$ cat src/rtl/afm_pkg.sv
// Shared definitions for the access frame monitor.
// Assumes exactly four access categories with fixed per-access savings.
package afm_pkg;
    localparam int unsigned NUM_CATS = 4;

    typedef enum logic [1:0] {
        CAT_NARROW_FIELD = 2'd0,
        CAT_WIDE_FIELD   = 2'd1,
        CAT_NARROW_ELEM  = 2'd2,
        CAT_WIDE_ELEM    = 2'd3
    } acc_cat_e;

    // Cycles saved per access of category k when the object is cached.
    function automatic int unsigned cat_saving(input int unsigned k);
        case (k)
            0:       return 2;
            1:       return 3;
            2:       return 3;
            default: return 4;
        endcase
    endfunction
endpackage

$ cat src/rtl/afm_slot.sv
// One class slot: holds the active object, its size, the category counters
// and the tick-based duration of the open frame.
// Assumes open, hit and clear are mutually exclusive; counters saturate.
module afm_slot #(
    parameter int OBJ_W  = 8,
    parameter int SIZE_W = 8,
    parameter int CNT_W  = 16,
    parameter int DUR_W  = 16
) (
    input  logic                          clk,
    input  logic                          rst_n,
    input  logic                          tick,
    input  logic                          open,
    input  logic                          hit,
    input  logic                          clear,
    input  logic [OBJ_W-1:0]              new_obj,
    input  logic [SIZE_W-1:0]             new_size,
    input  logic [1:0]                    cat,
    output logic                          valid,
    output logic [OBJ_W-1:0]              obj,
    output logic [SIZE_W-1:0]             size,
    output logic [afm_pkg::NUM_CATS*CNT_W-1:0] cnt,
    output logic [DUR_W-1:0]              dur
);
    import afm_pkg::*;

    localparam logic [CNT_W-1:0] CNT_MAX = '1;
    localparam logic [DUR_W-1:0] DUR_MAX = '1;

    // Frame state: open a fresh frame, clear on flush, or count accesses/ticks.
    always_ff @(posedge clk) begin
        if (!rst_n) begin
            valid <= 1'b0;
            obj   <= '0;
            size  <= '0;
            cnt   <= '0;
            dur   <= '0;
        end else if (open) begin
            valid <= 1'b1;
            obj   <= new_obj;
            size  <= new_size;
            dur   <= '0;
            for (int k = 0; k < NUM_CATS; k++)
                cnt[k*CNT_W +: CNT_W] <= CNT_W'(cat == 2'(k));
        end else if (clear) begin
            valid <= 1'b0;
        end else begin
            if (hit) begin
                for (int k = 0; k < NUM_CATS; k++)
                    if (cat == 2'(k) && cnt[k*CNT_W +: CNT_W] != CNT_MAX)
                        cnt[k*CNT_W +: CNT_W] <= cnt[k*CNT_W +: CNT_W] + 1'b1;
            end
            if (tick && valid && dur != DUR_MAX)
                dur <= dur + 1'b1;
        end
    end

    // an opening event leaves a live frame with zero duration.
    a_r2_open_fresh: assert property (@(posedge clk) disable iff (!rst_n)
        open |=> (valid && dur == '0));

    // counting hits only ever target a slot that already holds a frame.
    a_r3_hit_live: assert property (@(posedge clk) disable iff (!rst_n)
        hit |-> valid);

    // a tick on an undisturbed open frame advances its duration by one.
    a_r5_dur_step: assert property (@(posedge clk) disable iff (!rst_n)
        (valid && tick && !open && !clear && dur != DUR_MAX) |=> (dur == $past(dur) + 1'b1));
endmodule

$ cat src/rtl/afm_gain.sv
// Net gain estimate for one frame: weighted category savings minus one
// cycle per object word, floored at zero with a loss flag.
// Assumes GAIN_W is wide enough for 4 * max count * 4 and for the size.
module afm_gain #(
    parameter int CNT_W  = 16,
    parameter int SIZE_W = 8,
    parameter int GAIN_W = CNT_W + 4
) (
    input  logic [afm_pkg::NUM_CATS*CNT_W-1:0] cnt,
    input  logic [SIZE_W-1:0]                  size,
    output logic [GAIN_W-1:0]                  gain,
    output logic                               loss
);
    import afm_pkg::*;

    logic [GAIN_W-1:0] savings;
    logic [GAIN_W-1:0] cost;

    // Weighted sum of the category counters.
    always_comb begin
        savings = '0;
        for (int k = 0; k < NUM_CATS; k++)
            savings = savings + GAIN_W'(cnt[k*CNT_W +: CNT_W]) * GAIN_W'(cat_saving(k));
    end

    // Subtract transfer cost, clamp at zero.
    always_comb begin
        cost = GAIN_W'(size);
        loss = cost > savings;
        gain = loss ? '0 : savings - cost;
    end
endmodule

$ cat src/rtl/access_frame_monitor.sv
// Per-class active object access monitor. Keeps one open frame per class
// slot, closes it when another object of that class is accessed or on flush,
// and presents each closed frame as a record on a one-entry valid/ready
// output register.
// Assumes ev_class < NUM_CLASSES; events are not taken during a flush scan.
module access_frame_monitor #(
    parameter  int NUM_CLASSES = 4,
    parameter  int OBJ_W       = 8,
    parameter  int SIZE_W      = 8,
    parameter  int CNT_W       = 16,
    parameter  int DUR_W       = 16,
    localparam int CLS_W       = (NUM_CLASSES > 1) ? $clog2(NUM_CLASSES) : 1,
    localparam int GAIN_W      = CNT_W + 4,
    localparam int CNTS_W      = afm_pkg::NUM_CATS * CNT_W
) (
    input  logic              clk,
    input  logic              rst_n,
    input  logic              tick,
    input  logic              ev_valid,
    output logic              ev_ready,
    input  logic [CLS_W-1:0]  ev_class,
    input  logic [OBJ_W-1:0]  ev_obj,
    input  logic [1:0]        ev_cat,
    input  logic [SIZE_W-1:0] ev_size,
    input  logic              flush,
    output logic              rec_valid,
    input  logic              rec_ready,
    output logic [CLS_W-1:0]  rec_class,
    output logic [OBJ_W-1:0]  rec_obj,
    output logic [CNTS_W-1:0] rec_cnt,
    output logic [DUR_W-1:0]  rec_dur,
    output logic [GAIN_W-1:0] rec_gain,
    output logic              rec_loss
);
    localparam logic [CLS_W-1:0] LAST_CLASS = CLS_W'(NUM_CLASSES - 1);

    logic [NUM_CLASSES-1:0] s_valid;
    logic [OBJ_W-1:0]       s_obj  [NUM_CLASSES];
    logic [SIZE_W-1:0]      s_size [NUM_CLASSES];
    logic [CNTS_W-1:0]      s_cnt  [NUM_CLASSES];
    logic [DUR_W-1:0]       s_dur  [NUM_CLASSES];

    logic             flush_act;
    logic [CLS_W-1:0] scan_idx;
    logic             ev_close, buf_free, ev_fire, fl_close, fl_adv, load;
    logic [CLS_W-1:0] sel;
    logic [GAIN_W-1:0] g_gain;
    logic             g_loss;

    // Event admission, flush progress and record-load decisions.
    always_comb begin
        ev_close = s_valid[ev_class] && (s_obj[ev_class] != ev_obj);
        buf_free = !rec_valid || rec_ready;
        ev_ready = !flush_act && (!ev_close || buf_free);
        ev_fire  = ev_valid && ev_ready;
        fl_close = flush_act && s_valid[scan_idx] && buf_free;
        fl_adv   = flush_act && (!s_valid[scan_idx] || buf_free);
        load     = (ev_fire && ev_close) || fl_close;
        sel      = flush_act ? scan_idx : ev_class;
    end

    // One slot per class; the selected slot is the only one an event touches.
    for (genvar i = 0; i < NUM_CLASSES; i++) begin : g_slot
        logic mine, same;
        always_comb begin
            mine = ev_fire && (ev_class == CLS_W'(i));
            same = s_valid[i] && (s_obj[i] == ev_obj);
        end
        afm_slot #(
            .OBJ_W(OBJ_W), .SIZE_W(SIZE_W), .CNT_W(CNT_W), .DUR_W(DUR_W)
        ) u_slot (
            .clk      (clk),
            .rst_n    (rst_n),
            .tick     (tick),
            .open     (mine && !same),
            .hit      (mine && same),
            .clear    (fl_close && (scan_idx == CLS_W'(i))),
            .new_obj  (ev_obj),
            .new_size (ev_size),
            .cat      (ev_cat),
            .valid    (s_valid[i]),
            .obj      (s_obj[i]),
            .size     (s_size[i]),
            .cnt      (s_cnt[i]),
            .dur      (s_dur[i])
        );
    end

    afm_gain #(.CNT_W(CNT_W), .SIZE_W(SIZE_W), .GAIN_W(GAIN_W)) u_gain (
        .cnt  (s_cnt[sel]),
        .size (s_size[sel]),
        .gain (g_gain),
        .loss (g_loss)
    );

    // Output record register: load a closing frame, or drain on ready.
    always_ff @(posedge clk) begin
        if (!rst_n) begin
            rec_valid <= 1'b0;
            rec_class <= '0;
            rec_obj   <= '0;
            rec_cnt   <= '0;
            rec_dur   <= '0;
            rec_gain  <= '0;
            rec_loss  <= 1'b0;
        end else if (load) begin
            rec_valid <= 1'b1;
            rec_class <= sel;
            rec_obj   <= s_obj[sel];
            rec_cnt   <= s_cnt[sel];
            rec_dur   <= s_dur[sel];
            rec_gain  <= g_gain;
            rec_loss  <= g_loss;
        end else if (rec_ready) begin
            rec_valid <= 1'b0;
        end
    end

    // Flush scan: walk slots in ascending order, wait on a busy output.
    always_ff @(posedge clk) begin
        if (!rst_n) begin
            flush_act <= 1'b0;
            scan_idx  <= '0;
        end else if (!flush_act) begin
            if (flush) begin
                flush_act <= 1'b1;
                scan_idx  <= '0;
            end
        end else if (fl_adv) begin
            if (scan_idx == LAST_CLASS) begin
                flush_act <= 1'b0;
                scan_idx  <= '0;
            end else begin
                scan_idx <= scan_idx + 1'b1;
            end
        end
    end

    // a closing event yields a record for that class on the next edge.
    a_r4_emit: assert property (@(posedge clk) disable iff (!rst_n)
        (ev_valid && ev_ready && ev_close) |=> (rec_valid && rec_class == $past(ev_class)));

    // a loss record never reports a positive gain.
    a_r7_loss_zero: assert property (@(posedge clk) disable iff (!rst_n)
        (rec_valid && rec_loss) |-> (rec_gain == '0));

    // a closing event is refused while the record cannot drain.
    a_r9_stall: assert property (@(posedge clk) disable iff (!rst_n)
        (ev_close && rec_valid && !rec_ready) |-> !ev_ready);

    // a stalled record holds every field.
    a_r10_hold: assert property (@(posedge clk) disable iff (!rst_n)
        (rec_valid && !rec_ready) |=> (rec_valid && $stable(rec_class) && $stable(rec_obj)
            && $stable(rec_cnt) && $stable(rec_dur) && $stable(rec_gain) && $stable(rec_loss)));

    // no event is admitted while the flush scan runs.
    a_r11_quiet_flush: assert property (@(posedge clk) disable iff (!rst_n)
        flush_act |-> !ev_ready);
endmodule

$ cat config.mk
export PLATFORM = sky130hd
export DESIGN_NAME = access_frame_monitor
export DESIGN_NICKNAME = d
export VERILOG_FILES = /design/src/rtl/afm_pkg.sv /design/src/rtl/afm_slot.sv /design/src/rtl/afm_gain.sv /design/src/rtl/access_frame_monitor.sv
export SDC_FILE = /design/constraint.sdc
export NUM_CORES = 1
export LEC_CHECK = 0
export ABC_CLOCK_PERIOD_IN_PS = 21600
export BUFFER_PORTS_ARGS = -buffer_cell sky130_fd_sc_hd__buf_2
export CORE_MARGIN = 4
export CORE_UTILIZATION = 40
export DETAILED_ROUTE_END_ITERATION = 12
export GPL_TIMING_DRIVEN = 0
export PLACE_DENSITY = 0.52
export SLEW_MARGIN = 20
export SYNTH_ARGS = -nofsm -noshare
export SYNTH_HDL_FRONTEND = slang
export SYNTH_HIERARCHICAL = 1
export SYNTH_SLANG_ARGS = --single-unit
$ cat constraint.sdc
create_clock -name clk -period 21.6 [get_ports clk]
set_input_delay 2.16 -clock clk [delete_from_list [all_inputs] [get_ports clk]]
set_output_delay 2.16 -clock clk [all_outputs]
set_load 0.01 [all_outputs]
==> impl_results.md <==
* Initial antenna violation count at 3
* WP buf/inv at 9
* Vias per std cell at 6.00
* Highest Clock Rate at 0.104 GHz
* R2R Setup Slk at 13320 ps
* Mapped Cells at 3639
* Met3 wire len at 8.44 mm
* TNS Setup at 0 ps
* Hold crit path type: flop to flop
* Clock Latency Late Sink at 630 ps
* Pre-CTS WS at 11350 ps
* Fin nets at 3987
* Post-synth ARST share at 0
* GRT Overall Usage at 0.276
* Reg power frac at 0.428
* Initial Util at 0.406
* RSZ-0062 raised after global routing: no
* CP Launch Type: input pin
* Syn Area/Cell at 8.70 um^2
* RePlAce Congestion at 0.916
* Crit path kind: input pin to flop
* Synth Net Count at 3784
* Arrival @ worst endpoint at 10140 ps
* Slowest cell delay on critical path at 870 ps
* Post-synth EDFFs at 0
* Final Hold Fails at 0
* CTS resizes at 0
* PnR worst setup slack at 11970 ps
* H-tree Lvls at 2
* Max Cap Viol at 0
* Routed length on met2 at 53.4 mm
* Clock Path Buffers at 3
* Slowest cell on crit path: buf_1
* DRC Markers at 0
* LEAKAGE at 0.0127 uW
* Via count at 29600
* Total congestion overflow at 0
* Cells on worst reg2reg path at 28
* Sw Share at 0.257
* NetSw at 564 uW
* DIE WIDTH at 289 um
* Ys flop type: dfxtp_1
* WHS Endpoint: g_slot[3].u_slot/cnt[31]
* Internal at 1630 uW
* Relative slew slack at 0.222
* Peak supply drop at 0.0652 mV
* Initial DRC Count at 2589
* Clock share of power at 0.485
* CP endpoint kind: flop
* RR Endpoint: rec_gain[0]
* Hold_sp: g_slot[3].u_slot/cnt[31]
* Die Area at 83700 um^2
* Final setup viols at 0
* Root Buffer: clkbuf_16
* Num CTS Buffers at 61
* Sequential share of the synthesized area at 0.318
* Worst Skew at 20.1 ps
* Top cell family by delay on the critical path: adder cells
* Die extent in y at 289 um
* Comb pwr share at 0.087
* CP Data Required Time at 22120 ps
* Hold Path Depth at 2
* Setup bufs post-CTS at 0
* DP HPWL at 91.5 mm
* Number of global-route vias before repair at 27600
* PD cells at 61.5 nW/um^2
* #FFs+latches synth at 503
* Pre-antenna DRT Iters at 6
* # IOs at 139
* Routed Antenna Nets at 0
* Routed met1 length at 53.2 mm
* Global-route wire length before repair at 176 mm
* Layout Area Growth over Synthesis at 12.9%
* Largest net degree at the start of global routing at 33
* Crit path launch: ev_class[0]
* Core area at 78000 um^2
* Max Slew Vio Count at 0
* Post-CTS Hold Buffers at 0
* Worst-path clk slew at 60 ps
* Status: completed
* Reg-to-Reg Start: scan_idx[0]
* Critical Path Fanout Max at 11
* Share of cells above drive strength 1 at 0.109
* CTS tree: yes
* Synthesized area at 31700 um^2
* Core Util, Final at 0.458
* Routed WL at 119 mm
* Row count at 102
* Final worst-path cycle share at 0.446
* Clock sinks at 503
* Port buffer count at 138
* Max Used Layer: met5
* Worst-Margin Slew at 1160 ps
* WL per Instance at 24.1 um
* Most used cell, CP: fa_1
* Yosys cell types at 89
* Syn. warnings at 6
* Tmin final at 9630 ps
Yosys cell counts, types with 91 or more instances:
cell | instances | area share
a31oi_1 | 127 | 0.025
o21ai_0 | 91 | 0.014
o211ai_1 | 118 | 0.028
nor2_1 | 276 | 0.033
inv_1 | 185 | 0.022
dfxtp_1 | 503 | 0.32
nand2_1 | 247 | 0.029
or4_1 | 130 | 0.031
xor2_1 | 126 | 0.035
nor3_1 | 229 | 0.036
xnor2_1 | 153 | 0.042
nand4_1 | 97 | 0.019
nand3_1 | 240 | 0.038
mux4_2 | 98 | 0.070
clkbuf_1 | 199 | 0.024
cells in the final DEF, fill, tap and decap left out, drive strengths merged, types with 18 or more instances in the layout:
cell and count:
a211oi 18, a21oi 68, a31oi 127, and3 38
and4 37, buf 195, clkbuf 294, dfxtp 503
fa 62, ha 57, inv 185, mux2i 69
mux4 106, nand2 247, nand3 240, nand4 100
nor2 279, nor2b 80, nor3 230, nor4 51
o2111ai 36, o211ai 119, o21ai 105, or3 32
or4 130, xnor2 153, xor2 127
power groups by stage:
stage	sequential [uW]	clock [uW]	combinational, uW
after floorplan	959	0	118
after global placement	961	0	189
after detailed placement	961	0	189
after CTS	940	1090	190
after global routing	941	1120	203
final	941	1060	191
stage by stage:
step | instances | cell area (um^2) | hold WS, ps | total power [uW]
final | 4931 | 35700 | 506 | 2200
after detailed placement | 4819 | 33700 | 497 | 1150
after CTS | 4929 | 35700 | 510 | 2220
after floorplan | 3639 | 31700 | 456 | 1080
after global placement | 4817 | 33600 | 493 | 1150
after global routing | 4930 | 35700 | 531 | 2260
worst max-delay path by stage:
stage                   end  cells after the start
2_1_floorplan   rec_gain[5]                     28
3_3_place_gp   rec_gain[11]                     30
3_5_place_dp   rec_gain[14]                     30
4_1_cts        rec_gain[14]                     30
5_1_grt        rec_gain[14]                     30
6_report        rec_gain[0]                     30
worst register-to-register path, delay by kind of cell, from the launching register on:
family | cells | cell delay, ps
xor gates and xnor gates | 1 | 250
adders and majority gates | 6 | 2490
muxes | 2 | 960
DFF | 1 | 490
and+or+nand+nor | 8 | 1240
AOI/OAI and AO/OA | 4 | 670
buffers and inverters | 7 | 2080
flip-flops by register name (all words and copies together) (netlist names), 2 cells and up:
name                 count
scan_idx                 2
rec_obj                  8
rec_class                2
g_slot.u_slot/obj       32
g_slot.u_slot/size      32
g_slot.u_slot/valid      4
g_slot.u_slot/dur       64
rec_dur                 16
rec_gain                20
g_slot.u_slot/cnt      256
rec_cnt                 64
cell type report:
class / count / area [um^2]
sequential: 503 / 10100
antenna: 2 / 5.00
clock inverter: 19 / 250
buffer: 258 / 1060
tap: 1040 / 1300
clock buffer: 91 / 1800
multi-input combinational: 2693 / 19800
timing repair buffer: 140 / 713
inverter: 185 / 694
fill: 7807 / 42200
metal layers:
layer | GRT usage | vias to the layer above
li1 | - | 13800
met1 | 0.390 | 14400
met2 | 0.437 | 1102
met3 | 0.0411 | 192
met4 | 0.0824 | 2
met5 | 0 | -
kinds of logic after synthesis:
family | share of synthesized area
AOI/OAI and AO/OA | 0.118
buffers and inverters | 0.0556
xor gates and xnor gates | 0.0777
muxes | 0.0992
and+or+nand+nor | 0.270
DFF | 0.318
adders and majority gates | 0.0617
No activity file was read; power rests on OpenSTA's default activity.
